**src/rtl/i2c_rb_pkg.sv**
```systemverilog
package i2c_rb_pkg;

  typedef enum logic [3:0] {
    ST_IDLE,
    ST_ADDR,
    ST_AACK,
    ST_PTR,
    ST_WDATA,
    ST_WACK,
    ST_RDATA,
    ST_RACK,
    ST_HOLD
  } eng_st_e;

  // next pointer value, wrapping at the end of the bank
  function automatic int ptr_step(input int cur, input int nreg);
    return (cur >= nreg - 1) ? 0 : cur + 1;
  endfunction

  // pointer value loaded from a pointer byte
  function automatic int ptr_load(input int byte_v, input int nreg);
    return (byte_v < nreg) ? byte_v : 0;
  endfunction

  function automatic bit in_reserved(input int idx, input int lo, input int hi);
    return (idx >= lo) && (idx <= hi);
  endfunction

endpackage

```
**src/rtl/i2c_rb_sync.sv**
```systemverilog
module i2c_rb_sync #(
  parameter int STAGES = 2
) (
  input  logic clk,
  input  logic rst_n,
  input  logic d,
  output logic q,
  output logic q_prev
);
  logic [STAGES:0] pipe;

  always_ff @(posedge clk) begin
    if (!rst_n) pipe <= '1;
    else        pipe <= {pipe[STAGES-1:0], d};
  end

  assign q      = pipe[STAGES-1];
  assign q_prev = pipe[STAGES];
endmodule

```
**src/rtl/i2c_rb_regs.sv**
```systemverilog
module i2c_rb_regs
  import i2c_rb_pkg::*;
#(
  parameter int NREG   = 20,
  parameter int RSV_LO = 16,
  parameter int RSV_HI = 18,
  parameter int PW     = 5
) (
  input  logic          clk,
  input  logic          rst_n,
  input  logic          wr_en,
  input  logic [PW-1:0] wr_idx,
  input  logic [7:0]    wr_data,
  input  logic [PW-1:0] rd_idx,
  output logic [7:0]    rd_data
);
  logic [7:0] cells [NREG];

  for (genvar i = 0; i < NREG; i++) begin : g_cell
    if (in_reserved(i, RSV_LO, RSV_HI)) begin : g_rsv
      assign cells[i] = 8'h00;
    end else begin : g_store
      always_ff @(posedge clk) begin
        if (!rst_n)                                cells[i] <= 8'h00;
        else if (wr_en && (wr_idx == PW'(i)))      cells[i] <= wr_data;
      end
    end
  end

  always_comb begin
    rd_data = 8'h00;
    for (int i = 0; i < NREG; i++)
      if (rd_idx == PW'(i)) rd_data = cells[i];
  end
endmodule

```
**src/rtl/i2c_regbank_slave.sv**
```systemverilog
module i2c_regbank_slave
  import i2c_rb_pkg::*;
#(
  parameter int         NREG     = 20,
  parameter int         RSV_LO   = 16,
  parameter int         RSV_HI   = 18,
  parameter logic [6:0] DEV_ADDR = 7'h68,
  parameter int         SYNC_N   = 2
) (
  input  logic clk,
  input  logic rst_n,
  input  logic pwr_fail,
  input  logic scl_i,
  input  logic sda_i,
  output logic sda_low_en
);
  localparam int PW = $clog2(NREG);

  // synchronized lines and bus events
  logic scl_s, scl_p, sda_s, sda_p;
  logic scl_rise, scl_fall, start_ev, stop_ev;

  i2c_rb_sync #(.STAGES(SYNC_N)) u_scl_sync (
    .clk(clk), .rst_n(rst_n), .d(scl_i), .q(scl_s), .q_prev(scl_p));
  i2c_rb_sync #(.STAGES(SYNC_N)) u_sda_sync (
    .clk(clk), .rst_n(rst_n), .d(sda_i), .q(sda_s), .q_prev(sda_p));

  assign scl_rise = scl_s & ~scl_p;
  assign scl_fall = ~scl_s & scl_p;
  assign start_ev = scl_s & scl_p & sda_p & ~sda_s;
  assign stop_ev  = scl_s & scl_p & ~sda_p & sda_s;

  // engine state
  eng_st_e       state_q;
  logic [3:0]    bcnt_q;
  logic [7:0]    shreg_q;
  logic [PW-1:0] ptr_q;
  logic          drv_q, rw_q, nack_q;

  logic          byte_done;
  logic          wr_en;
  logic [7:0]    rd_data;
  logic [PW-1:0] ptr_nxt;

  assign byte_done = scl_fall && (bcnt_q == 4'd8);
  assign ptr_nxt   = PW'(ptr_step(int'(ptr_q), NREG));
  assign wr_en     = !pwr_fail && byte_done && (state_q == ST_WDATA);

  i2c_rb_regs #(.NREG(NREG), .RSV_LO(RSV_LO), .RSV_HI(RSV_HI), .PW(PW)) u_regs (
    .clk(clk), .rst_n(rst_n), .wr_en(wr_en), .wr_idx(ptr_q),
    .wr_data(shreg_q), .rd_idx(ptr_q), .rd_data(rd_data));

  always_ff @(posedge clk) begin
    if (!rst_n) begin
      state_q <= ST_IDLE;
      bcnt_q  <= '0;
      shreg_q <= '0;
      ptr_q   <= '0;
      drv_q   <= 1'b0;
      rw_q    <= 1'b0;
      nack_q  <= 1'b0;
    end else if (pwr_fail) begin
      state_q <= ST_IDLE;
      bcnt_q  <= '0;
      ptr_q   <= '0;
      drv_q   <= 1'b0;
    end else if (start_ev) begin
      state_q <= ST_ADDR;
      bcnt_q  <= '0;
      drv_q   <= 1'b0;
    end else if (stop_ev) begin
      state_q <= ST_IDLE;
      drv_q   <= 1'b0;
    end else begin
      unique case (state_q)
        ST_ADDR, ST_PTR, ST_WDATA: begin
          if (scl_rise) begin
            shreg_q <= {shreg_q[6:0], sda_s};
            bcnt_q  <= bcnt_q + 4'd1;
          end else if (byte_done) begin
            bcnt_q <= '0;
            if (state_q == ST_ADDR) begin
              if (shreg_q[7:1] == DEV_ADDR) begin
                rw_q    <= shreg_q[0];
                drv_q   <= 1'b1;
                state_q <= ST_AACK;
              end else begin
                state_q <= ST_IDLE;
              end
            end else if (state_q == ST_PTR) begin
              ptr_q   <= PW'(ptr_load(int'(shreg_q), NREG));
              drv_q   <= 1'b1;
              state_q <= ST_WACK;
            end else begin
              ptr_q   <= ptr_nxt;
              drv_q   <= 1'b1;
              state_q <= ST_WACK;
            end
          end
        end
        ST_AACK: begin
          if (scl_fall) begin
            bcnt_q <= '0;
            if (rw_q) begin
              shreg_q <= rd_data;
              drv_q   <= ~rd_data[7];
              state_q <= ST_RDATA;
            end else begin
              drv_q   <= 1'b0;
              state_q <= ST_PTR;
            end
          end
        end
        ST_WACK: begin
          if (scl_fall) begin
            drv_q   <= 1'b0;
            bcnt_q  <= '0;
            state_q <= ST_WDATA;
          end
        end
        ST_RDATA: begin
          if (scl_rise) begin
            bcnt_q <= bcnt_q + 4'd1;
          end else if (byte_done) begin
            drv_q   <= 1'b0;
            bcnt_q  <= '0;
            state_q <= ST_RACK;
          end else if (scl_fall) begin
            drv_q   <= ~shreg_q[6];
            shreg_q <= {shreg_q[6:0], 1'b0};
          end
        end
        ST_RACK: begin
          if (scl_rise) begin
            ptr_q  <= ptr_nxt;
            nack_q <= sda_s;
          end else if (scl_fall) begin
            if (nack_q) begin
              state_q <= ST_HOLD;
            end else begin
              shreg_q <= rd_data;
              drv_q   <= ~rd_data[7];
              state_q <= ST_RDATA;
            end
          end
        end
        default: ;
      endcase
    end
  end

  assign sda_low_en = drv_q;
endmodule

```
**config.mk**
```make
export PLATFORM = sky130hd
export DESIGN_NAME = i2c_regbank_slave
export DESIGN_NICKNAME = d
export VERILOG_FILES = /design/src/rtl/i2c_rb_pkg.sv /design/src/rtl/i2c_rb_sync.sv /design/src/rtl/i2c_rb_regs.sv /design/src/rtl/i2c_regbank_slave.sv
export SDC_FILE = /design/constraint.sdc
export NUM_CORES = 1
export LEC_CHECK = 0
export BUFFER_PORTS_ARGS = -buffer_cell sky130_fd_sc_hd__buf_4
export CAP_MARGIN = 25
export CORE_ASPECT_RATIO = 0.75
export CORE_UTILIZATION = 40
export CTS_CLUSTER_SIZE = 10
export DETAILED_ROUTE_END_ITERATION = 6
export MAX_ROUTING_LAYER = met4
export SLEW_MARGIN = 40
export SYNTH_ARGS = -nofsm -noshare
export SYNTH_HDL_FRONTEND = slang
export SYNTH_SLANG_ARGS = --single-unit
```
**constraint.sdc**
```tcl
create_clock -name clk -period 5.7 [get_ports clk]
set_input_delay 1.14 -clock clk [delete_from_list [all_inputs] [get_ports clk]]
set_output_delay 1.14 -clock clk [all_outputs]
set_load 0.02 [all_outputs]
```
==> results of run 1 <==
state kept, by name (all words and copies together), names as in the netlist:
signal / cells
u_regs.cells: 136
shreg_q: 8
ptr_q: 5
bcnt_q: 4
state_q: 4
u_scl_sync.pipe: 3
u_sda_sync.pipe: 3
nack_q: 1
rw_q: 1
sda_low_en: 1
kinds of logic (layout without fill, tap and decap cells):
kind of cell | after synthesis | in the layout | synth area share, %
flip-flops | 166 | 166 | 38.92
XOR/XNOR | 4 | 4 | 0.4103
adder cells (fa/ha/maj) | 7 | 7 | 1.026
buffers and inverters | 113 | 73 | 5.509
multiplexers | 3 | 3 | 0.3517
AND/OR/NAND/NOR | 545 | 545 | 28.70
AO/OA/AOI/OAI | 356 | 356 | 25.08
layout make-up:
| class | instances | area, µm² |
|---|---|---|
| flip-flops and latches | 166 | 3326 |
| well taps | 282 | 352.8 |
| clock buffers | 20 | 456.7 |
| inverters | 20 | 80.08 |
| fillers | 2074 | 11300 |
| multi-input cells | 915 | 4761 |
| repair buffers | 21 | 157.7 |
| clock inverters | 12 | 121.4 |
path summary, 6_finish.rpt:
path	start	endpoint	cells after the start
worst min-delay path	u_sda_sync.pipe[0]	u_sda_sync.pipe[1]	1
worst min register to register	u_sda_sync.pipe[0]	u_sda_sync.pipe[1]	1
worst max register to register	ptr_q[0]	shreg_q[5]	9
worst max-delay path	ptr_q[0]	shreg_q[5]	9
where the power goes:
group / leakage (nW) / switching [mW] / internal (mW)
clock network: 0.275 / 0.527 / 0.632
registers: 1.34 / 0.00317 / 1.16
logic: 1.25 / 0.0271 / 0.00748
total: 2.87 / 0.557 / 1.80
worst max-delay path: stages, from the launching register on:
cell,delay (ns)
dfxtp_1,0.44
ha_1,0.18
buf_4,0.41
and3_1,0.23
ha_1,0.40
inv_1,0.18
nand4_1,0.12
a21oi_1,0.11
a2111oi_0,0.70
a2111oi_1,0.19
cells in the final DEF (no fill, tap or decap), drive strengths merged, types with 4 or more instances in the layout:
master | synthesis | layout
o22ai | 9 | 9
or3b | 4 | 4
nand3 | 25 | 25
ha | 7 | 7
buf | 37 | 21
nor2b | 15 | 15
a21oi | 195 | 195
nor3 | 18 | 18
o211ai | 6 | 6
nand3b | 9 | 9
a21o | 8 | 8
a221oi | 5 | 5
inv | 20 | 23
and3b | 4 | 4
o221ai | 4 | 4
clkinv | 0 | 5
a211oi | 12 | 12
and3 | 8 | 8
nor2 | 65 | 65
nand4 | 4 | 4
o21ai | 45 | 45
nand2 | 342 | 342
nor3b | 8 | 8
clkbuf | 56 | 20
a31oi | 10 | 10
or3 | 4 | 4
a2111oi | 5 | 5
a22oi | 10 | 10
and2 | 8 | 8
nand2b | 19 | 19
dfxtp | 166 | 166
o31ai | 4 | 4
a2bb2oi | 4 | 4
a32oi | 5 | 5
routing by layer:
layer  up-vias  share of wire, %  track usage (%)  wire length (µm)
li1       4018                 -                -                 -
met1      3988                48            40.23             13550
met2       399                41            36.40             11510
met3        45               9.9            6.982              2821
met4         0               1.8            8.532               520
met5         -                 0                -                 0
stage by stage:
step / setup WS [ns] / util, % / instances
2_1_floorplan: 3.295 / - / 1194
3_3_place_gp: 2.449 / 42.15 / 1404
3_5_place_dp: 2.477 / 42.17 / 1404
4_1_cts: 2.670 / 44.99 / 1436
5_1_grt: 2.402 / 45.04 / 1436
6_report: 2.563 / 45.04 / 1436
==> metrics, run 1 <==
outcome completed; clk slew on worst S/H paths about 0.07 ns; Final #Nets 1153; io pins 6; H-tree depth 4; critical path launch point type flip-flop; Initial Utilization between 40% and 50%; GP Congestion 0.9583; overall global routing resource usage between 20% and 30%; fin area a little over 0.009 mm²; WL/cell 19.77 µm; area grow syn2layout 8.381%; first-pass GRT wire length about 44000 µm; Ant. Diodes 0; post-layout min period approximately 3.1 ns; via count approximately 8.5k; WP data arrival roughly 3.4 ns; max cap viols 0; worst slew pin tran approximately 0.86 ns; Iteration-0 DRC Markers around 980; overall power about 2.4 mW; GRT Residual Overflow 0; row cnt 45; leak pwr 2.866 nW; worst hold slack 0.4056 ns; Async SR Flop Fraction 0%; Layout Skew roughly 0.01 ns; Die W around 170 µm; dpl hpwl roughly 19000 µm; Cell variety after synth 75; initial antenna violation count 0; final worst path period share between 50% and 60%; synthesized flop and latch total 166; max_slew headroom 41.01%; die area 0.02194 mm²; fraction of layout cells with a size suffix above 1 6.326%; Main synth FF type dfxtp_1; cells after synthesis ~1.2k; endpoint required time on the critical path ~6.0 ns; HP Class flip-flop to flip-flop; root buf cell clkbuf_16; Sink Count between 150 and 200; CTS tree built; synth cell count leaders nand2_1, a21oi_1, dfxtp_1, nor2_1, clkbuf_1; core area about 0.02 mm²; CP Class flip-flop to flip-flop; PostCTS Resize Cnt 0; syn_nets 1206; clock latency at the later pin of the worst-skew pair between 0.4 and 0.5 ns; IO Port Bufs 5; Final Max Tran Viols 0; cell taking the most area after synthesis dfxtp_1; height of the die around 130 µm; Synth top area share around 40%; DP Area 0.008667 mm²; Fin Setup TNS 0 ns; Power Density approximately 250 mW/mm²; Post-synth EDFFs 0; CTS Hold Buffers Added 0; top area cells in the synthesized netlist dfxtp_1, nand2_1, a21oi_1; count leader, synth nand2_1; clk buf depth 2; Synth warnings 0; largest net degree at the start of global routing approximately 100; Post-Syn Area between 0.008 and 0.009 mm²; mean area per synthesized cell slightly above 7 µm²; unrepaired setup endpoints after global routing false; Avg Vias per Cell between 5 and 6; Max rail drop VDD about 0.20 mV; drc violations 0; r2r setup slk 2.56 ns; Worst Path Max Fanout 45; drt total wl between 20000 and 30000 µm; Fin. Hold Viols 0; vias in the first global route approximately 7.5k; CTS Buf Count 17; Detail Route Antenna Nets 0; Critical Path End Type flip-flop; Final Setup Violations 0; Setup Buffers After CTS 0; Peak Freq around 320 MHz; post-synthesis sequential area ratio just under 40%; TritonRoute pass-1 iters 5
(Power assumes the default switching activity.)
==> inputs of run 2 (changes only) <==
- clock period: 5.7 -> 3.2 ns (I/O delays scaled with it)
==> run 2 against run 1 <==
Compared with the run above:
- critical path depth stayed put
- clock skew is 0.0022 ns lower
- cell area up 2.3%
- largest cell class unchanged
- highest routed layer unchanged
==> metrics, run 2 (synthesis results as in run 1) <==
Peak Freq 339.8 MHz (+6.6%); overall global routing resource usage 28.42% (+0.83 points); WP data arrival 3.25 ns (-0.18 ns); fillers 2089 (+0.72%); WL/cell 20.20 µm (+2.1%); Initial Utilization 41.55% (unchanged); row cnt 45 (unchanged); initial antenna violation count 0 (unchanged); Ant. Diodes 0 (unchanged); Iteration-0 DRC Markers 1234 (+26%); clk slew on worst S/H paths 0.07 ns (about the same); endpoint required time on the critical path 3.51 ns (-2.48 ns); max cap viols 0 (unchanged); worst hold slack 0.3785 ns (-0.02712 ns); top flop regs u_regs.cells: 136 flops, shreg_q: 8 flops, ptr_q: 5 flops; WHS Path Cells 2 (+1); leak pwr 3.000 nW (+4.7%); dpl hpwl 20110 µm (+6.8%); most common cell after layout, fill and taps aside nand2_1; clock latency at the later pin of the worst-skew pair 0.44 ns (about the same); Critical Path End Type flip-flop; TritonRoute pass-1 iters 5 (unchanged); root buf cell clkbuf_16; largest net degree at the start of global routing 53 (-48%); drt total wl 29410 µm (+3.6%); Fin Setup TNS 0 ns (unchanged); die area 0.02194 mm² (unchanged); via count 8596 (+1.7%); HP Class primary input to flip-flop; fraction of layout cells with a size suffix above 1 7.666% (+1.3 points); Final Setup Violations 0 (unchanged); FF-to-FF Start ptr_q[0]; GP Congestion 0.9864 (+2.9%); critical path launch point type flip-flop; height of the die 128.5 µm (unchanged); Avg Vias per Cell 5.904 (+0.33%); area grow syn2layout 10.87%; CP Class flip-flop to flip-flop; GRT Residual Overflow 0 (unchanged); Worst Path Max Fanout 18 (-60%); drc violations 0 (unchanged); Detail Route Antenna Nets 0 (unchanged); hold path endpoint u_sda_sync.pipe[0]; CTS Hold Buffers Added 0 (unchanged); most frequent cells in the layout nand2_1, a21oi_1, dfxtp_1; Final Max Tran Viols 0 (unchanged); Fin. Hold Viols 0 (unchanged); Power Density 464.9 mW/mm² (+82%); Reg2Reg Depth 9 (unchanged); worst slew pin tran 0.8327 ns (-0.02989 ns); Final #Nets 1173 (+1.7%); Setup Buffers After CTS 0 (unchanged); Final WS setup 0.2573 ns (-2.306 ns); Sink Count 166 (unchanged); final worst path period share 91.96% (+37 points); first-pass GRT wire length 45590 µm (+2.5%); worst hold start sda_i; PostCTS Resize Cnt 0 (unchanged); H-tree depth 4 (unchanged); Die W 170.7 µm (unchanged); CTS tree built; vias in the first global route 7599 (+1.6%); clk buf depth 2 (unchanged); FF-to-FF End shreg_q[1]; outcome completed; IO Port Bufs 5 (unchanged); register area 0.003323 mm² (about the same); Largest Register u_regs.cells; max reg flops 136 (unchanged); worst slack at placement 0.3904 ns (-2.086 ns); core area 0.02055 mm² (unchanged); multi-input combinational cell area 0.004751 mm² (-0.21%); Max rail drop VDD 0.3299 mV (+69%); post-layout min period 2.943 ns (-0.1944 ns); r2r setup slk 0.26 ns (-2.31 ns); unrepaired setup endpoints after global routing false; CTS Buf Count 17 (unchanged); final core occ 46.07% (+1.0 points); io pins 6 (unchanged); Layout Skew 0.008068 ns (-0.002212 ns); max_slew headroom 43.05% (+2.0 points)
run 2: area by class of cell:
| cell class | instances | share of cell area, % |
|---|---|---|
| clock buffer | 22 | 5.009 |
| clock inverter | 10 | 1.784 |
| multi-input combinational | 915 | 50.18 |
| inverter | 20 | 0.8193 |
| timing repair buffer | 41 | 3.383 |
| sequential | 166 | 35.10 |
| tap | 282 | 3.727 |
run 2: stage by stage:
step                total power [mW]  std cells  instance area, µm²
finish                         4.402       1456                9468
global route                   4.514       1456                9468
CTS                            4.425       1456                9468
detailed placement             2.185       1424                8825
global placement               2.186       1424                8825
floorplan                      2.165       1194                8539
run 2: where the power goes:
group          switching [mW]  total (mW)  internal, mW
clock network           0.889        2.26          1.37
logic                  0.0500      0.0649        0.0149
registers             0.00522        2.07          2.07
run 2: worst max-delay path by stage:
stage | startpoint | to | cells past startpoint
3_5_place_dp | ptr_q[0] | shreg_q[1] | 9
2_1_floorplan | ptr_q[0] | shreg_q[2] | 11
4_1_cts | ptr_q[0] | shreg_q[1] | 9
3_3_place_gp | ptr_q[0] | shreg_q[1] | 9
5_1_grt | ptr_q[0] | shreg_q[1] | 9
6_report | ptr_q[0] | shreg_q[1] | 9
run 2: critical path, stage by stage, from the launching register on:
cell and delay (ns):
dfxtp_1 0.41, inv_1 0.11, ha_2 0.33, buf_4 0.22, nor2_1 0.43, o211ai_1 0.19, a211oi_1 0.44, nor3_1 0.17
a2111oi_0 0.39, o41ai_1 0.12
run 2: layer usage:
metal	vias to the layer above	share of wire, %	global-route usage [%]
met5	-	0	-
met4	0	2.0	9.062
met3	49	9.0	7.598
met2	381	40	37.07
met1	4101	49	41.39
li1	4065	-	-
==> inputs of run 3 (changes only) <==
- TNS_END_PERCENT: unset -> 10
- clock period: 3.2 -> 3.5 ns (I/O delays scaled with it)
==> run 3 against run 2 <==
Compared with the run above:
- register-to-register slack better by 0.29 ns
- cell count is 0.82% lower
- clock-buffer cell count decreased by 4
- critical path depth shrank 1
- fmax down 0.48%
- critical path type unchanged
- clock power down 17%
- worst hold slack improved by 0.028 ns
- critical endpoint is now shreg_q[0]
- clock skew grew 0.0024 ns
- via count shrank 2.7%
- largest cell class unchanged
- cell area down 1.5%
- wire length decreased by 2.9%
==> metrics, run 3 (synthesis results as in run 1) <==
initial antenna violation count 0 (unchanged); drc violations 0 (unchanged); PostCTS Resize Cnt 0 (unchanged); Max rail drop VDD 0.3293 mV (-0.18%); height of the die 128.5 µm (unchanged); Final Setup Violations 0 (unchanged); leak pwr 2.938 nW (-2.1%); fraction of layout cells with a size suffix above 1 6.971% (-0.70 points); Sink Count 166 (unchanged); slowest stage cell, crit path nor4_1; Crit. Startpoint ptr_q[0]; area grow syn2layout 9.201%; first-pass GRT wire length 44760 µm (-1.8%); most common cell after layout, fill and taps aside nand2_1; WP data arrival 3.32 ns (+0.07 ns); worst slack at placement 0.6658 ns (+0.2754 ns); die area 0.02194 mm² (unchanged); max_slew headroom 48.80% (+5.7 points); Worst Path Max Fanout 13 (-5); Avg Vias per Cell 5.789 (-1.9%); CTS Buf Count 17 (unchanged); top flop regs u_regs.cells: 136 flops, shreg_q: 8 flops, ptr_q: 5 flops; Peak Freq 338.2 MHz (-0.48%); Initial Utilization 41.55% (unchanged); Setup Buffers After CTS 0 (unchanged); Final #Nets 1165 (-0.68%); Fin. Hold Viols 0 (unchanged); Ant. Diodes 0 (unchanged); row cnt 45 (unchanged); GP Congestion 0.9677 (-1.9%); Layout Skew 0.01045 ns (+0.002378 ns); outcome completed; endpoint required time on the critical path 3.87 ns (+0.36 ns); Power Density 410.0 mW/mm² (-12%); overall global routing resource usage 27.89% (-0.54 points); worst slew pin tran 0.7487 ns (-0.08404 ns); final worst path period share 84.49% (-7.5 points); critical path launch point type flip-flop; met1 Usage GRT 41.62% (+0.22 points); Detail Route Antenna Nets 0 (unchanged); root buf cell clkbuf_16; max cap viols 0 (unchanged); max incr delay on CP 0.59 ns (+0.15 ns); worst hold slack 0.4060 ns (+0.02751 ns); post-layout min period 2.957 ns (+0.01432 ns); CTS Hold Buffers Added 0 (unchanged); FF-to-FF Start ptr_q[0]; Fin Setup TNS 0 ns (unchanged); core area 0.02055 mm² (unchanged); GRT Residual Overflow 0 (unchanged); Final Max Tran Viols 0 (unchanged); via count 8360 (-2.7%); Die W 170.7 µm (unchanged); Critical Path End Type flip-flop; crit-path cells inv_1, ha_1, nor4_1, or3_1, a22oi_1, a2111oi_0, o31ai_1, a21oi_1; max reg flops 136 (unchanged); GR peak layer met1; GRT met3 Usage 6.244% (-1.4 points); worst hold start u_sda_sync.pipe[0]; vias in the first global route 7561 (-0.50%); drt total wl 28540 µm (-2.9%); clock latency at the later pin of the worst-skew pair 0.43 ns (about the same); CTS tree built; clk slew on worst S/H paths 0.07 ns (about the same); M2 GR Usage 36.69% (-0.38 points); clk buf depth 2 (unchanged); Iteration-0 DRC Markers 1111 (-10%); largest net degree at the start of global routing 69 (+30%); Final WS setup 0.5430 ns (+0.2857 ns); Largest Register u_regs.cells; WL/cell 19.76 µm (-2.1%); CP Class flip-flop to flip-flop; TritonRoute pass-1 iters 6 (+1); unrepaired setup endpoints after global routing false; most frequent cells in the layout nand2_1, a21oi_1, dfxtp_1; IO Port Bufs 5 (unchanged); H-tree depth 4 (unchanged); dpl hpwl 19330 µm (-3.9%); HP Class flip-flop to flip-flop; io pins 6 (unchanged)
-- run 3: worst paths after layout --
check / end / slack [ns] / cells past startpoint
min: u_sda_sync.pipe[1] / 0.41 / 1
max: shreg_q[0] / 0.54 / 8
max reg2reg: shreg_q[0] / 0.54 / 8
min reg2reg: u_sda_sync.pipe[1] / 0.41 / 1
-- run 3: layout make-up --
type	instances	area, µm²
Inverter	20	77.57
Fill cell	2079	11230
Sequential cell	166	3324
Multi-Input combinational cell	915	4751
Clock inverter	10	132.6
Timing Repair Buffer	33	247.7
Tap cell	282	352.8
Clock buffer	18	439.2
-- run 3: per-layer routing --
metal,routed length [µm],vias to the layer above
li1,-,4033
met1,14020,3918
met2,11400,369
met3,2612,40
met4,506,0
met5,0,-
-- run 3: report_power, final --
group / total (mW) / leakage (nW) / switching (mW) / internal, mW
clock network: 1.87 / 0.287 / 0.748 / 1.12
logic: 0.0587 / 1.31 / 0.0456 / 0.0131
registers: 1.90 / 1.34 / 0.00423 / 1.89
total: 3.82 / 2.94 / 0.798 / 3.03
-- run 3: through the flow --
step / power (mW) / utilization, % / instances / cell area (µm²)
2_1_floorplan: 1.979 / - / 1194 / 8539
3_3_place_gp: 1.997 / 42.59 / 1416 / 8752
3_5_place_dp: 1.996 / 42.59 / 1416 / 8752
4_1_cts: 3.862 / 45.37 / 1444 / 9324
5_1_grt: 3.943 / 45.38 / 1444 / 9325
6_report: 3.823 / 45.38 / 1444 / 9325
-- run 3: worst max-delay path: cells and delay by family, from the launching register on --
kind            cells  cell delay (ns)
flops               1             0.41
compound gates      4             1.02
simple gates        2             0.95
fa+ha+maj           1             0.39
buf+inv             1             0.11
